File: config.mk
export PLATFORM = sky130hd
export DESIGN_NAME = lpc_fw_read_target
export DESIGN_NICKNAME = d
export VERILOG_FILES = /design/src/rtl/lpc_fwr_pkg.sv /design/src/rtl/lpc_fwr_seq.sv /design/src/rtl/lpc_fwr_addr_cap.sv /design/src/rtl/lpc_fwr_lad_drive.sv /design/src/rtl/lpc_fw_read_target.sv
export SDC_FILE = /design/constraint.sdc
export NUM_CORES = 1
export LEC_CHECK = 0
export ABC_AREA = 0
export CAP_MARGIN = 30
export CORE_MARGIN = 2
export CORE_UTILIZATION = 30
export CTS_CLUSTER_DIAMETER = 50
export DETAILED_ROUTE_END_ITERATION = 16
export DONT_BUFFER_PORTS = 1
export GPL_ROUTABILITY_DRIVEN = 0
export PLACE_DENSITY = 0.56
export SYNTH_ARGS = -nofsm -noshare
export SYNTH_HDL_FRONTEND = slang
export SYNTH_SLANG_ARGS = --single-unit
File: constraint.sdc
create_clock -name clk_i -period 3.7 [get_ports clk_i]
set_input_delay 0.37 -clock clk_i [delete_from_list [all_inputs] [get_ports clk_i]]
set_output_delay 0.37 -clock clk_i [all_outputs]
set_load 0.1 [all_outputs]
File: src/rtl/lpc_fwr_pkg.sv
`timescale 1ns/1ps
package lpc_fwr_pkg;
  localparam int unsigned NIB_W = 4;
  localparam int unsigned BYTE_W = 8;
  localparam logic [NIB_W-1:0] START_FW_READ = 4'b1101;
  localparam logic [NIB_W-1:0] SIZE_ONE_BYTE = 4'b0000;
  localparam logic [NIB_W-1:0] NIB_TURN = 4'b1111;
  localparam logic [NIB_W-1:0] NIB_READY = 4'b0000;

  typedef enum logic [3:0] {
    ST_IDLE,
    ST_START,
    ST_ADDR,
    ST_SIZE,
    ST_HTAR,   // host turnaround
    ST_TTAR,   // target takes bus
    ST_SYNC,
    ST_DLO,
    ST_DHI,
    ST_RTAR0,
    ST_RTAR1
  } fwr_state_e;
endpackage

File: src/rtl/lpc_fwr_seq.sv
`timescale 1ns/1ps
module lpc_fwr_seq
  import lpc_fwr_pkg::*;
#(
  parameter int unsigned ADDR_NIBBLES = 7
) (
  input  logic             clk_i,
  input  logic             rst_ni,
  input  logic             frame_ni,
  input  logic [NIB_W-1:0] lad_i,
  input  logic [NIB_W-1:0] id_strap_i,
  output fwr_state_e       state_o,
  output logic             shift_en_o,
  output logic             req_o
);
  localparam int unsigned CW = (ADDR_NIBBLES > 1) ? $clog2(ADDR_NIBBLES) : 1;
  localparam logic [CW-1:0] LAST_NIB = CW'(ADDR_NIBBLES - 1);

  fwr_state_e    state_q;
  logic          start_ok_q;
  logic [CW-1:0] nib_cnt_q;

  always_ff @(posedge clk_i or negedge rst_ni) begin
    if (!rst_ni) begin
      state_q    <= ST_IDLE;
      start_ok_q <= 1'b0;
      nib_cnt_q  <= '0;
    end else if (!frame_ni) begin
      // latest nibble under the strobe wins
      state_q    <= ST_START;
      start_ok_q <= (lad_i == START_FW_READ);
      nib_cnt_q  <= '0;
    end else begin
      unique case (state_q)
        ST_START: state_q <= (start_ok_q && lad_i == id_strap_i) ? ST_ADDR : ST_IDLE;
        ST_ADDR: begin
          nib_cnt_q <= nib_cnt_q + 1'b1;
          if (nib_cnt_q == LAST_NIB) state_q <= ST_SIZE;
        end
        ST_SIZE:  state_q <= (lad_i == SIZE_ONE_BYTE) ? ST_HTAR : ST_IDLE;
        ST_HTAR:  state_q <= ST_TTAR;
        ST_TTAR:  state_q <= ST_SYNC;
        ST_SYNC:  state_q <= ST_DLO;
        ST_DLO:   state_q <= ST_DHI;
        ST_DHI:   state_q <= ST_RTAR0;
        ST_RTAR0: state_q <= ST_RTAR1;
        default:  state_q <= ST_IDLE;
      endcase
    end
  end

  assign state_o    = state_q;
  assign shift_en_o = (state_q == ST_ADDR);
  assign req_o      = (state_q == ST_SIZE);

  assert_addr_len_R3: assert property (@(posedge clk_i) disable iff (!rst_ni)
    (state_q == ST_ADDR && frame_ni && nib_cnt_q != LAST_NIB) |=> state_q == ST_ADDR);
  assert_req_single_R4: assert property (@(posedge clk_i) disable iff (!rst_ni)
    req_o |=> !req_o);
endmodule

File: src/rtl/lpc_fwr_addr_cap.sv
`timescale 1ns/1ps
module lpc_fwr_addr_cap
  import lpc_fwr_pkg::*;
#(
  parameter int unsigned ADDR_NIBBLES = 7
) (
  input  logic                          clk_i,
  input  logic                          rst_ni,
  input  logic                          shift_en_i,
  input  logic [NIB_W-1:0]              lad_i,
  output logic [ADDR_NIBBLES*NIB_W-1:0] addr_o
);
  localparam int unsigned AW = ADDR_NIBBLES * NIB_W;

  logic [AW-1:0] addr_q;

  generate
    if (ADDR_NIBBLES > 1) begin : g_shift
      always_ff @(posedge clk_i or negedge rst_ni) begin
        if (!rst_ni)         addr_q <= '0;
        else if (shift_en_i) addr_q <= {addr_q[AW-NIB_W-1:0], lad_i};
      end
    end else begin : g_single
      always_ff @(posedge clk_i or negedge rst_ni) begin
        if (!rst_ni)         addr_q <= '0;
        else if (shift_en_i) addr_q <= lad_i;
      end
    end
  endgenerate

  assign addr_o = addr_q;
endmodule

File: src/rtl/lpc_fwr_lad_drive.sv
`timescale 1ns/1ps
module lpc_fwr_lad_drive
  import lpc_fwr_pkg::*;
(
  input  logic              clk_i,
  input  logic              rst_ni,
  input  fwr_state_e        state_i,
  input  logic [BYTE_W-1:0] rdata_i,
  output logic [NIB_W-1:0]  lad_o,
  output logic              lad_oe_o
);
  logic [BYTE_W-1:0] data_q;

  // memory answers during host turnaround
  always_ff @(posedge clk_i or negedge rst_ni) begin
    if (!rst_ni)                  data_q <= '0;
    else if (state_i == ST_HTAR)  data_q <= rdata_i;
  end

  always_comb begin
    lad_o    = NIB_TURN;
    lad_oe_o = 1'b1;
    unique case (state_i)
      ST_TTAR:  lad_o = NIB_TURN;
      ST_SYNC:  lad_o = NIB_READY;
      ST_DLO:   lad_o = data_q[NIB_W-1:0];
      ST_DHI:   lad_o = data_q[BYTE_W-1:NIB_W];
      ST_RTAR0: lad_o = NIB_TURN;
      default:  lad_oe_o = 1'b0;
    endcase
  end

  assert_data_held_R8: assert property (@(posedge clk_i) disable iff (!rst_ni)
    (state_i == ST_DLO) |=> $stable(data_q));
endmodule

File: src/rtl/lpc_fw_read_target.sv
`timescale 1ns/1ps
module lpc_fw_read_target
  import lpc_fwr_pkg::*;
#(
  parameter int unsigned ADDR_NIBBLES = 7,
  localparam int unsigned AW = ADDR_NIBBLES * 4
) (
  input  logic          clk_i,
  input  logic          rst_ni,
  input  logic          frame_ni,
  input  logic [3:0]    lad_i,
  output logic [3:0]    lad_o,
  output logic          lad_oe_o,
  input  logic [3:0]    id_strap_i,
  output logic          mem_req_o,
  output logic [AW-1:0] mem_addr_o,
  input  logic [7:0]    mem_rdata_i
);
  fwr_state_e state;
  logic       shift_en;

  lpc_fwr_seq #(.ADDR_NIBBLES(ADDR_NIBBLES)) u_seq (
    .clk_i, .rst_ni, .frame_ni, .lad_i, .id_strap_i,
    .state_o(state), .shift_en_o(shift_en), .req_o(mem_req_o)
  );

  lpc_fwr_addr_cap #(.ADDR_NIBBLES(ADDR_NIBBLES)) u_addr (
    .clk_i, .rst_ni, .shift_en_i(shift_en), .lad_i, .addr_o(mem_addr_o)
  );

  lpc_fwr_lad_drive u_drive (
    .clk_i, .rst_ni, .state_i(state), .rdata_i(mem_rdata_i),
    .lad_o, .lad_oe_o
  );

  assert_take_after_req_R6: assert property (@(posedge clk_i) disable iff (!rst_ni)
    $rose(lad_oe_o) |-> $past(mem_req_o, 2) && $past(!lad_oe_o));
  assert_addr_stable_R4: assert property (@(posedge clk_i) disable iff (!rst_ni)
    mem_req_o |=> $stable(mem_addr_o));
  assert_sync_ready_R7: assert property (@(posedge clk_i) disable iff (!rst_ni)
    $rose(lad_oe_o) |=> (!$past(frame_ni) || (lad_oe_o && lad_o == NIB_READY)));
  assert_release_turn_R9: assert property (@(posedge clk_i) disable iff (!rst_ni)
    ($fell(lad_oe_o) && $past(frame_ni)) |-> $past(lad_o) == NIB_TURN);
  assert_abort_release_R10: assert property (@(posedge clk_i) disable iff (!rst_ni)
    !frame_ni |=> !lad_oe_o && !mem_req_o);

  always_ff @(posedge clk_i) begin
    if (!rst_ni) assert_reset_quiet_R11: assert (!lad_oe_o && !mem_req_o);
  end
endmodule

; ---- Word-level counts from Yosys, hierarchy flattened
; Index checks and enable logic that the tools add are counted.
; W data, S select, Z words.
[totals]
regBits = 44
inputBits = 19
out_inout_bits = 34
[op_classes]
n_reduce_logical = 3
muxes = 9
addsub = 1
n_eq_ne = 14
[op_table]
columns = op, count
row1 = $pmux W4 S9, 1
row2 = $eq A4 B3 Y1 const B, 4
row3 = $eq A4 B4 Y1 const B, 3
row4 = $pmux W4 S3, 1
row5 = $mux W3, 3
row6 = $eq A4 B2 Y1 const B, 2
row7 = $mux W4, 2
row8 = $reduce_or A5 Y1, 1
row9 = $eq A4 B1 Y1 const B, 1
row10 = $eq A4 B4 Y1, 1
row11 = $logic_not A4 Y1, 1
row12 = $add A3 B1 Y3 const B, 1
row13 = $eq A3 B3 Y1 const B, 1
row14 = $ne A3 B2 Y1 const B, 1
row15 = $mux W2, 1
row16 = $ne A2 B1 Y1 const B, 1
row17 = $logic_and A1 B1 Y1, 1
row18 = $mux W1, 1

; ---- Depth between registers and ports, before layout
; Gate-level depths: netlist of the first run.
[depth]
word_depth = 5
depth_mapped = 6
depth_no_buf = 5

; ---- Cells and area by module
; A second synthesis of the first run with hierarchy kept.
[unflattened]
cells_unflattened = 153
area_unflattened_um2 = 2124.5
[by_module_without_submodules]
columns = module, area_each_um2, seq_area_each_um2, cells_per_inst, n_inst
row1 = lpc_fwr_addr_cap, 1142.3, 700.7, 59, 1
row2 = lpc_fwr_seq, 513.0, 200.2, 56, 1
row3 = lpc_fwr_lad_drive, 469.2, 200.2, 38, 1

; ---- Worst setup path after synthesis of the first run
; OpenSTA, ideal clock, no wires.
[synth_timing]
path_kind = register to output
start = reg u_seq.state_q[0], in the netlist u_seq.state_o[0]
end = out lad_oe_o
path_slack_ns = 0.530
n_path_buf = 1
arrival_ns = 2.800
path_stages_with_launch = 4
cell_sequence = dfrtp_1 -> clkbuf_1 -> nor2_1 -> o21ai_0
[synth_between]
elab_chain_len = 3
word_cells_on_any_way = 7
[synth_lines]
columns = element, line_no
row1 = from (decl), lpc_fwr_seq.sv:19  ; fwr_state_e state_q;
row2 = from (signal assigned), lpc_fwr_seq.sv:35  ; ST_START: state_q <= (start_ok_q && lad_i == id_strap_i) ? ST_ADDR : ST_IDLE;
row3 = from (signal assigned), lpc_fwr_seq.sv:40  ; ST_SIZE: state_q <= (lad_i == SIZE_ONE_BYTE) ? ST_HTAR : ST_IDLE;
row4 = $eq A4 B3 Y1 / $eq A4 B4 Y1 (equally long branches), lpc_fwr_lad_drive.sv:23  ; unique case (state_i)
row5 = $reduce_or A5 Y1 (no line) (*), --
row6 = $mux W1 (*), lpc_fwr_lad_drive.sv:23
row7 = to (decl), lpc_fw_read_target.sv:13  ; output logic lad_oe_o,
; Every way passes the cells marked *; elsewhere a longest branch is shown, timed or not.

; ---- Worst setup path in the final report of the first run
[layout_timing]
start = reg u_seq.state_q[3], in the netlist u_seq.state_o[3]
end = out lad_o[0]
[layout_between]
elab_chain_len = 2
word_cells_on_any_way = 4
[layout_lines]
columns = element, line_no
row1 = $eq A4 B4 Y1 / $eq A4 B3 Y1 (equally long branches), lpc_fwr_lad_drive.sv:23
row2 = $pmux W4 S3 (*), lpc_fwr_lad_drive.sv:23
row3 = to (decl), lpc_fw_read_target.sv:12  ; output logic [3:0] lad_o,
; Marked as above.

==> results of run 1 <==
==> registers in the layout, summed over array words and instances, names as in the netlist <==
register          flops
u_seq.start_ok_q      1
u_seq.nib_cnt_q       3
u_drive.data_q        8
u_addr.addr_o        28
u_seq.state_o         4
==> per-layer routing <==
metal / up-vias / wire, um / share of wire [%] / global-route usage (%)
met4: 0 / 74 / 1.8 / 5.19
met5: - / 0 / 0 / 0
met3: 6 / 341 / 8.3 / 5.70
met2: 38 / 1800 / 44 / 18.5
li1: 657 / - / - / -
met1: 618 / 1900 / 46 / 16.6
==> worst min-delay path by stage <==
stage / from / end / slack [ps] / cells after the start
after floorplan: rst_ni / u_addr.addr_o[0] / 70 / 0
after global placement: rst_ni / u_addr.addr_o[7] / 80 / 0
after detailed placement: rst_ni / u_addr.addr_o[3] / 80 / 0
after CTS: frame_ni / u_seq.state_o[0] / 140 / 1
after global routing: frame_ni / u_seq.state_o[0] / 140 / 1
final: frame_ni / u_seq.state_o[0] / 160 / 1
==> cell type report <==
cell class / count / area [um2]
Inverter: 2 / 7.51
Fill cell: 655 / 4090
Sequential cell: 44 / 1100
Timing Repair Buffer: 6 / 103
Clock inverter: 2 / 38.8
Clock buffer: 6 / 82.6
Tap cell: 77 / 96.3
Multi-Input combinational cell: 145 / 791
==> power by group <==
part	switching, mW	leakage (nW)	internal [mW]
clock	0.167	0.0614	0.221
sequential	0.0943	0.590	0.495
combinational	0.0186	0.432	0.0159
total	0.280	1.08	0.731
==> per-stage QoR <==
step | instances | total power, mW | hold WS, ps | area (um2)
floorplan | 203 | 0.613 | 74.4 | 1940
global placement | 270 | 0.620 | 75.7 | 2030
detailed placement | 272 | 0.621 | 75.7 | 2060
CTS | 282 | 1.03 | 140 | 2220
global route | 282 | 1.06 | 144 | 2220
finish | 282 | 1.01 | 157 | 2220
==> worst max-delay path, stage by stage (launching register included) <==
cell     delay (ps)
dfrtp_1         520
or3b_2          580
o21a_1          200
o22a_1          550
==> cells in the final DEF, fill, tap and decap left out, types with 2 or more instances in the layout <==
master    synthesis  routed
o21ai_0           5       4
a21boi_0          2       2
nor4_1            2       2
buf_8             0       2
nand2_1          91      91
mux2_2            8       8
ha_1              2       2
o21a_1            4       4
nor3_2            1       2
dfrtp_1          44      44
inv_1             2       2
o22a_1            4       4
clkbuf_8          0       6
nand2b_1          5       5
xor2_1            4       4
or3_1             2       2
buf_16            0       2
==> cells by family (layout without fill, tap and decap cells) <==
kind of cell               after synthesis  in the layout  synth area share, %
muxes                                    8              8                 4.64
buffers and inverters                   14             16                 3.35
DFF                                     44             44                 56.7
adders and majority gates                2              2                 1.29
xor gates and xnor gates                 5              5                 2.26
and+or+nand+nor                        110            110                 24.4
AOI/OAI and AO/OA                       20             20                 7.35
==> impl_metrics.py, run 1 <==
metrics = {
    "run_status": {
        "status": "finished, final reports clean",
    },
    "synth": {
        "syn_area_per_cell_um2": 9.57,
        "netlist_area_mm2": 0.00194,
        "netlist_top_cells_count": "91 x nand2_1, 44 x dfrtp_1, 8 x mux2_2, 7 x clkbuf_1",
        "post-synth-top-area-cell": "dfrtp_1",
        "netlist-cell-type-count": 32,
        "synth_top_area_share_pct": 56.7,
        "synth_cells": 203,
        "ys_seq_area_share_pct": 56.7,
        "syn-num-nets": 224,
        "synth_top_flop_cell": "dfrtp_1",
        "ys_warn_count": 0,
        "synth_area_leaders": "dfrtp_1 57%, nand2_1 18%, mux2_2 4.6%",
        "synth-edff-count": 0,
        "async_reset_ff_share_pct": 100,
        "ys_ff_latch": 44,
        "yosysMostFrequentCell": "nand2_1",
    },
    "floorplanning": {
        "fp.dieArea_mm2": 0.00713,
        "die_x_um": 84.5,
        "dieHeight_um": 84.5,
        "row_count": 29,
        "coreArea_mm2": 0.00631,
        "ioPinCount": 53,
        "initial_core_util_pct": 30.8,
    },
    "critical_path": {
        "cp_max_fo": 10,
        "reg2reg_from": "u_seq.state_o[0]",
        "r2r_slack_ps": 1570,
        "worst_r2r_path_depth": 4,
        "worstSetupPathType": "flop to output port",
        "cp.arrival_ps": 2150,
        "start_kind": "flop",
        "crit_start": "u_seq.state_o[3]",
        "regToRegEndpoint": "u_seq.nib_cnt_q[2]",
        "endpoint_kind": "output port",
        "required_ps": 3330,
        "cp-endpoint": "lad_o[0]",
    },
    "power_and_ir_drop": {
        "ir_drop_mv": 0.155,
        "p_leak_nw": 1.08,
        "p_per_area_mw_per_mm2": 456,
    },
    "global_route": {
        "grt_max_degree": 45,
        "grt_pass1_vias": 1395,
        "grt_antenna_before_repair": 0,
        "grtUsageTotal_pct": 12.8,
        "overflow": 0,
        "grt_pass1_wl_mm": 7.20,
    },
    "placed_design": {
        "detailedPlace.worstSlack_ps": 1500,
        "port_buffers": 0,
        "place_hpwl_mm": 2.73,
    },
    "clock_network": {
        "htree_levels": 2,
        "clk_pin_slew_ps": 80,
        "clkSinkCount": 44,
        "holdBufCountCts": 2,
        "cts_resized": 0,
        "clock_insertion_delay_worst_skew_ps": 300,
        "root_buffer": "clkbuf_8",
        "cts_tree": "done",
        "clk_path_buf_depth": 2,
        "postCtsSetupBuffers": 0,
        "numCtsBuffers": 5,
    },
    "route": {
        "route.detailed.drc": 0,
        "drtIter0Drc": 64,
        "detail_route.first_pass.iterations": 4,
        "vias_per_cell": 4.68,
        "wire_per_inst_um": 14.6,
        "drtAntennaViolNets": 0,
        "routed-via-count": 1319,
        "finalWirelength_mm": 4.12,
    },
    "finish": {
        "drive_gt1_share_pct": 12.7,
        "area_growth_pct": 14.3,
        "n_antenna_cell": 0,
        "final_util_pct": 35.2,
        "final_nets": 225,
    },
    "sta": {
        "max_freq_mhz": 397,
        "slew_violations": 0,
        "tns_ps": 0,
        "hold_viol_final": 0,
        "setup_violations": 0,
        "slew_headroom_pct": 35.7,
        "period_share_pct": 68.0,
        "fin_ws_ps": 1180,
        "fin_skew_ps": 11.0,
        "rsz0062_at_grt": "false",
        "post-route-min-period_ps": 2520,
        "worstMarginPinSlew_ps": 965,
    },
    "hold_path": {
        "hold_path_class": "input pin to flop",
    },
    "run": {
        "maxCapViolCount": 0,
    },
}
No activity file was read; power rests on OpenSTA's default activity.
==> run 2, diff against run 1 <==
==> constraint.sdc (replaced) <==
create_clock -name clk_i -period 2.4 [get_ports clk_i]
set_input_delay 0.24 -clock clk_i [delete_from_list [all_inputs] [get_ports clk_i]]
set_output_delay 0.24 -clock clk_i [all_outputs]
set_load 0.1 [all_outputs]
==> impl_metrics.py, run 2 (synthesis results as in run 1) <==
metrics = {
    "run_status": {
        "status": "finished, final reports clean",
    },
    "floorplanning": {
        "initial_core_util_pct": 30.8,
        "fp.dieArea_mm2": 0.00713,
        "ioPinCount": 53,
        "dieHeight_um": 84.5,
        "die_x_um": 84.5,
        "row_count": 29,
        "coreArea_mm2": 0.00631,
    },
    "critical_path": {
        "cpPeakStageDelay_ps": 590,
        "crit_start": "u_seq.state_o[2]",
        "critPathSlowestCell": "or3b_2",
        "start_kind": "flop",
        "crit_chain": "or3b_2 -> o21a_1 -> o22a_1 -> buf_4",
        "required_ps": 2160,
        "endpoint_kind": "output port",
        "cp.arrival_ps": 2020,
        "worstSetupPathType": "flop to output port",
        "reg2reg_from": "u_seq.state_o[0]",
        "worst_r2r_path_depth": 4,
        "cp_max_fo": 10,
    },
    "sta": {
        "rsz0062_at_grt": "false",
        "fin_skew_ps": 4.41,
        "holdWs_ps": 45.7,
        "period_share_pct": 94.0,
        "post-route-min-period_ps": 2260,
        "hold_viol_final": 0,
        "worstMarginPinSlew_ps": 949,
        "tns_ps": 0,
        "max_freq_mhz": 443,
        "slew_violations": 0,
        "slew_headroom_pct": 36.7,
        "setup_violations": 0,
    },
    "route": {
        "detail_route.first_pass.iterations": 4,
        "routed-via-count": 1355,
        "drtAntennaViolNets": 0,
        "wire_per_inst_um": 13.6,
        "drtIter0Drc": 24,
        "vias_per_cell": 4.70,
        "finalWirelength_mm": 3.92,
        "route.detailed.drc": 0,
    },
    "power_and_ir_drop": {
        "internal-power_mw": 1.13,
        "totalPowerFinal_mw": 1.55,
        "p_leak_nw": 1.09,
        "clockPowerShare_pct": 38.1,
        "power_switching_uw": 426,
        "switching_share_pct": 27.4,
        "p_per_area_mw_per_mm2": 695,
        "pwr-share-seq_pct": 58.2,
        "ir_drop_mv": 0.307,
        "share_comb_of_total_power_pct": 3.7,
    },
    "placed_design": {
        "dp_cells": 278,
        "place_hpwl_mm": 2.66,
        "port_buffers": 0,
    },
    "clock_network": {
        "numCtsBuffers": 5,
        "clkSinkCount": 44,
        "root_buffer": "clkbuf_8",
        "cts_tree": "done",
        "postCtsSetupBuffers": 0,
        "clock_insertion_delay_worst_skew_ps": 290,
        "htree_levels": 2,
        "clk_pin_slew_ps": 80,
        "clk_path_buf_depth": 2,
    },
    "run": {
        "maxCapViolCount": 0,
    },
    "finish": {
        "area_growth_pct": 15.2,
        "largest_reg_flops": 28,
        "n_antenna_cell": 0,
        "n_fill_cell": 662,
        "fin_cells": 288,
        "final_cell_mix": "91 x nand2_1, 43 x dfrtp_1, 10 x buf_4, 8 x mux2_2, 6 x clkbuf_8",
        "layout_commonest_cell": "nand2_1",
        "final_nets": 231,
        "drive_gt1_share_pct": 15.6,
    },
    "global_route": {
        "grt_pass1_wl_mm": 7.13,
        "grtUsageTotal_pct": 12.6,
        "grt_pass1_vias": 1431,
        "grt_antenna_before_repair": 0,
        "overflow": 0,
        "grt_max_degree": 45,
    },
    "hold_path": {
        "hold_path_class": "input pin to flop",
        "hold_start": "frame_ni",
        "hold_path_depth": 1,
    },
}
==> run 2: power by group through the flow <==
| stage | combinational (mW) | clock (mW) | sequential [mW] |
|---|---|---|---|
| after floorplan | 0.0308 | 0 | 0.914 |
| after global placement | 0.0354 | 0 | 0.920 |
| after detailed placement | 0.0367 | 0 | 0.920 |
| after CTS | 0.0596 | 0.621 | 0.905 |
| after global routing | 0.0680 | 0.659 | 0.909 |
| final | 0.0572 | 0.592 | 0.904 |
==> run 2: through the flow <==
step	util [%]	area, um2	setup slack, ps
after floorplan	-	1950	113
after global placement	32.9	2080	451
after detailed placement	32.9	2080	435
after CTS	35.4	2240	93.9
after global routing	35.4	2240	26.6
final	35.4	2240	144
==> run 2: worst max-delay path, delay by kind of cell, from the launching register on <==
kind / cells / cell delay [ps]
AO/OA/AOI/OAI: 2 / 390
buffers and inverters: 1 / 230
flip-flops: 1 / 510
AND/OR/NAND/NOR: 1 / 590
==> run 2: worst paths after layout <==
check	to	slack (ps)
setup / recovery	lad_o[3]	140
hold / removal	u_seq.state_o[0]	50
setup reg to reg	u_addr.addr_o[7]	550
hold reg to reg	u_addr.addr_o[27]	500
max in group asynchronous	u_seq.state_o[3]	1740
min in group asynchronous	u_addr.addr_o[8]	440
==> run 2: routing by layer <==
layer | track usage, % | vias up | wire length (um)
li1 | - | 675 | -
met1 | 16.3 | 635 | 1820
met2 | 19.3 | 40 | 1760
met3 | 4.82 | 5 | 276
met4 | 4.33 | 0 | 61
met5 | 0 | - | 0
==> run 2: repair_timing <==
| item | CTS | global route |
|---|---|---|
| setup endpoints to repair | 0 | 1 |
| gates resized for setup | 0 | 1 |
| endpoints found under the hold margin | 44 | 0 |
| hold buffers | 2 | 0 |
==> run 2: area by class of cell <==
cell class,count,area [um2],area share (%)
Clock buffer,6,82.6,3.69
Multi-Input combinational cell,145,797,35.6
Tap cell,77,96.3,4.31
Sequential cell,44,1100,49.3
Inverter,2,7.51,0.336
Timing Repair Buffer,12,113,5.03
Clock inverter,2,38.8,1.73
==> run 3, diff against run 2 <==
--- a/config.mk
+++ b/config.mk
@@ -7,7 +7,7 @@
 export LEC_CHECK = 0
 export ABC_AREA = 0
 export CAP_MARGIN = 30
-export CORE_MARGIN = 2
+export CORE_MARGIN = 3
 export CORE_UTILIZATION = 30
 export CTS_CLUSTER_DIAMETER = 50
 export DETAILED_ROUTE_END_ITERATION = 16
==> impl_metrics.py, run 3 (synthesis results as in run 1) <==
metrics = {
    "sta": {
        "rsz0062_at_grt": "false",
        "hold_viol_final": 0,
        "slew_headroom_pct": 37.0,
        "period_share_pct": 93.8,
        "post-route-min-period_ps": 2250,
        "fin_skew_ps": 4.23,
        "max_freq_mhz": 444,
        "setup_violations": 0,
        "tns_ps": 0,
        "worstMarginPinSlew_ps": 945,
        "holdWs_ps": 36.7,
        "slew_violations": 0,
    },
    "critical_path": {
        "cp_num_buf_inv": 1,
        "start_kind": "flop",
        "critPathSlowestCell": "or3b_2",
        "required_ps": 2160,
        "crit_family": "simple AND/OR/NAND/NOR gates",
        "worstSetupPathType": "flop to output port",
        "cp_max_fo": 10,
        "endpoint_kind": "output port",
        "cp.arrival_ps": 2010,
        "crit_chain": "or3b_2 -> o21a_1 -> o22a_1 -> buf_4",
        "cpPeakStageDelay_ps": 590,
    },
    "hold_path": {
        "hold_path_class": "input pin to flop",
    },
    "run_status": {
        "status": "finished, final reports clean",
    },
    "power_and_ir_drop": {
        "p_per_area_mw_per_mm2": 637,
        "p_leak_nw": 1.09,
        "ir_drop_mv": 0.306,
    },
    "finish": {
        "final_nets": 234,
        "final_cell_mix": "91 x nand2_1, 43 x dfrtp_1, 13 x buf_4, 8 x mux2_2",
        "layout_commonest_cell": "nand2_1",
        "n_antenna_cell": 0,
        "drive_gt1_share_pct": 16.4,
        "area_growth_pct": 14.2,
        "largest_reg_flops": 28,
        "register_area_mm2": 0.00110,
        "n_fill_cell": 634,
        "multi_input_area_um2": 797,
    },
    "route": {
        "drtAntennaViolNets": 0,
        "detail_route.first_pass.iterations": 4,
        "route.detailed.drc": 0,
        "finalWirelength_mm": 3.97,
        "vias_per_cell": 4.73,
        "drtIter0Drc": 95,
        "routed-via-count": 1361,
        "wire_per_inst_um": 13.8,
    },
    "clock_network": {
        "clock_insertion_delay_worst_skew_ps": 290,
        "clk_path_buf_depth": 2,
        "postCtsSetupBuffers": 0,
        "clk_pin_slew_ps": 80,
        "cts_tree": "done",
        "numCtsBuffers": 5,
        "root_buffer": "clkbuf_8",
        "clkSinkCount": 44,
        "htree_levels": 2,
    },
    "run": {
        "maxCapViolCount": 0,
    },
    "global_route": {
        "grtUsageTotal_pct": 11.3,
        "grt_antenna_before_repair": 0,
        "grt_max_degree": 45,
        "grt_pass1_wl_mm": 6.63,
        "overflow": 0,
        "grt_pass1_vias": 1352,
    },
    "floorplanning": {
        "die_x_um": 86.5,
        "coreArea_mm2": 0.00610,
        "initial_core_util_pct": 31.9,
        "ioPinCount": 53,
        "row_count": 28,
        "dieHeight_um": 86.5,
        "fp.dieArea_mm2": 0.00747,
    },
    "placed_design": {
        "port_buffers": 0,
        "place_hpwl_mm": 2.64,
    },
}
==> run 3: changes by cell type in the layout (fill, tap and decap cells not counted) <==
cell        delta
buf_4          +3
bufinv_16      -1
clkbuf_8       -1
clkinv_2       +1
clkinv_4       -1
clkinvlp_4     +1
==> run 3: worst paths after layout <==
kind,startpoint,to,slack [ps],cells past startpoint
worst min register to register,u_addr.addr_o[19],u_addr.addr_o[23],470,2
worst max register to register,u_seq.state_o[2],u_drive.data_q[6],580,3
min in group asynchronous,rst_ni,u_drive.data_q[7],440,2
worst min-delay path,frame_ni,u_seq.state_o[0],40,1
max in group asynchronous,rst_ni,u_addr.addr_o[27],1740,2
worst max-delay path,u_seq.state_o[2],lad_o[1],150,4
==> run 3: worst register-to-register path, stage by stage, from the launching register on <==
cell and delay, ps:
dfrtp_1 560, nand2b_1 190, nor3_2 540, mux2_2 410
==> run 3: metal layers <==
metal | track usage (%) | share of wire, % | up-vias
li1 | - | - | 681
met1 | 14.7 | 46 | 644
met2 | 17.7 | 47 | 32
met3 | 3.42 | 4.8 | 4
met4 | 4.25 | 1.3 | 0
met5 | 0 | 0 | -
==> run 3: area by class of cell <==
class                           instances  area share, %
Clock inverter                          2          0.564
Tap cell                               75           4.23
Timing Repair Buffer                   15           6.09
Inverter                                2          0.339
Sequential cell                        44           49.7
Clock buffer                            5           3.10
Multi-Input combinational cell        145           35.9
==> run 3: power breakdown <==
group / switching, mW / internal [mW]
combinational: 0.0480 / 0.0271
sequential: 0.127 / 0.763
clock: 0.251 / 0.197
total: 0.426 / 0.987
==> run 3: repair_timing <==
action                                 in CTS  in global routing
setup endpoints to repair                   0                  1
endpoints found under the hold margin      44                  0
hold buffers                                2                  0
resized for setup                           0                  1
==> run 3: metrics by stage <==
stage	util, %	instance area (um2)	std cells	worst slack (ps)	total power, mW
CTS	36.4	2220	288	111	1.45
detailed placement	34.4	2100	279	448	0.960
global placement	34.4	2100	279	494	0.959
global route	36.4	2220	288	42.9	1.48
floorplan	-	1950	203	113	0.945
finish	36.4	2220	288	149	1.41
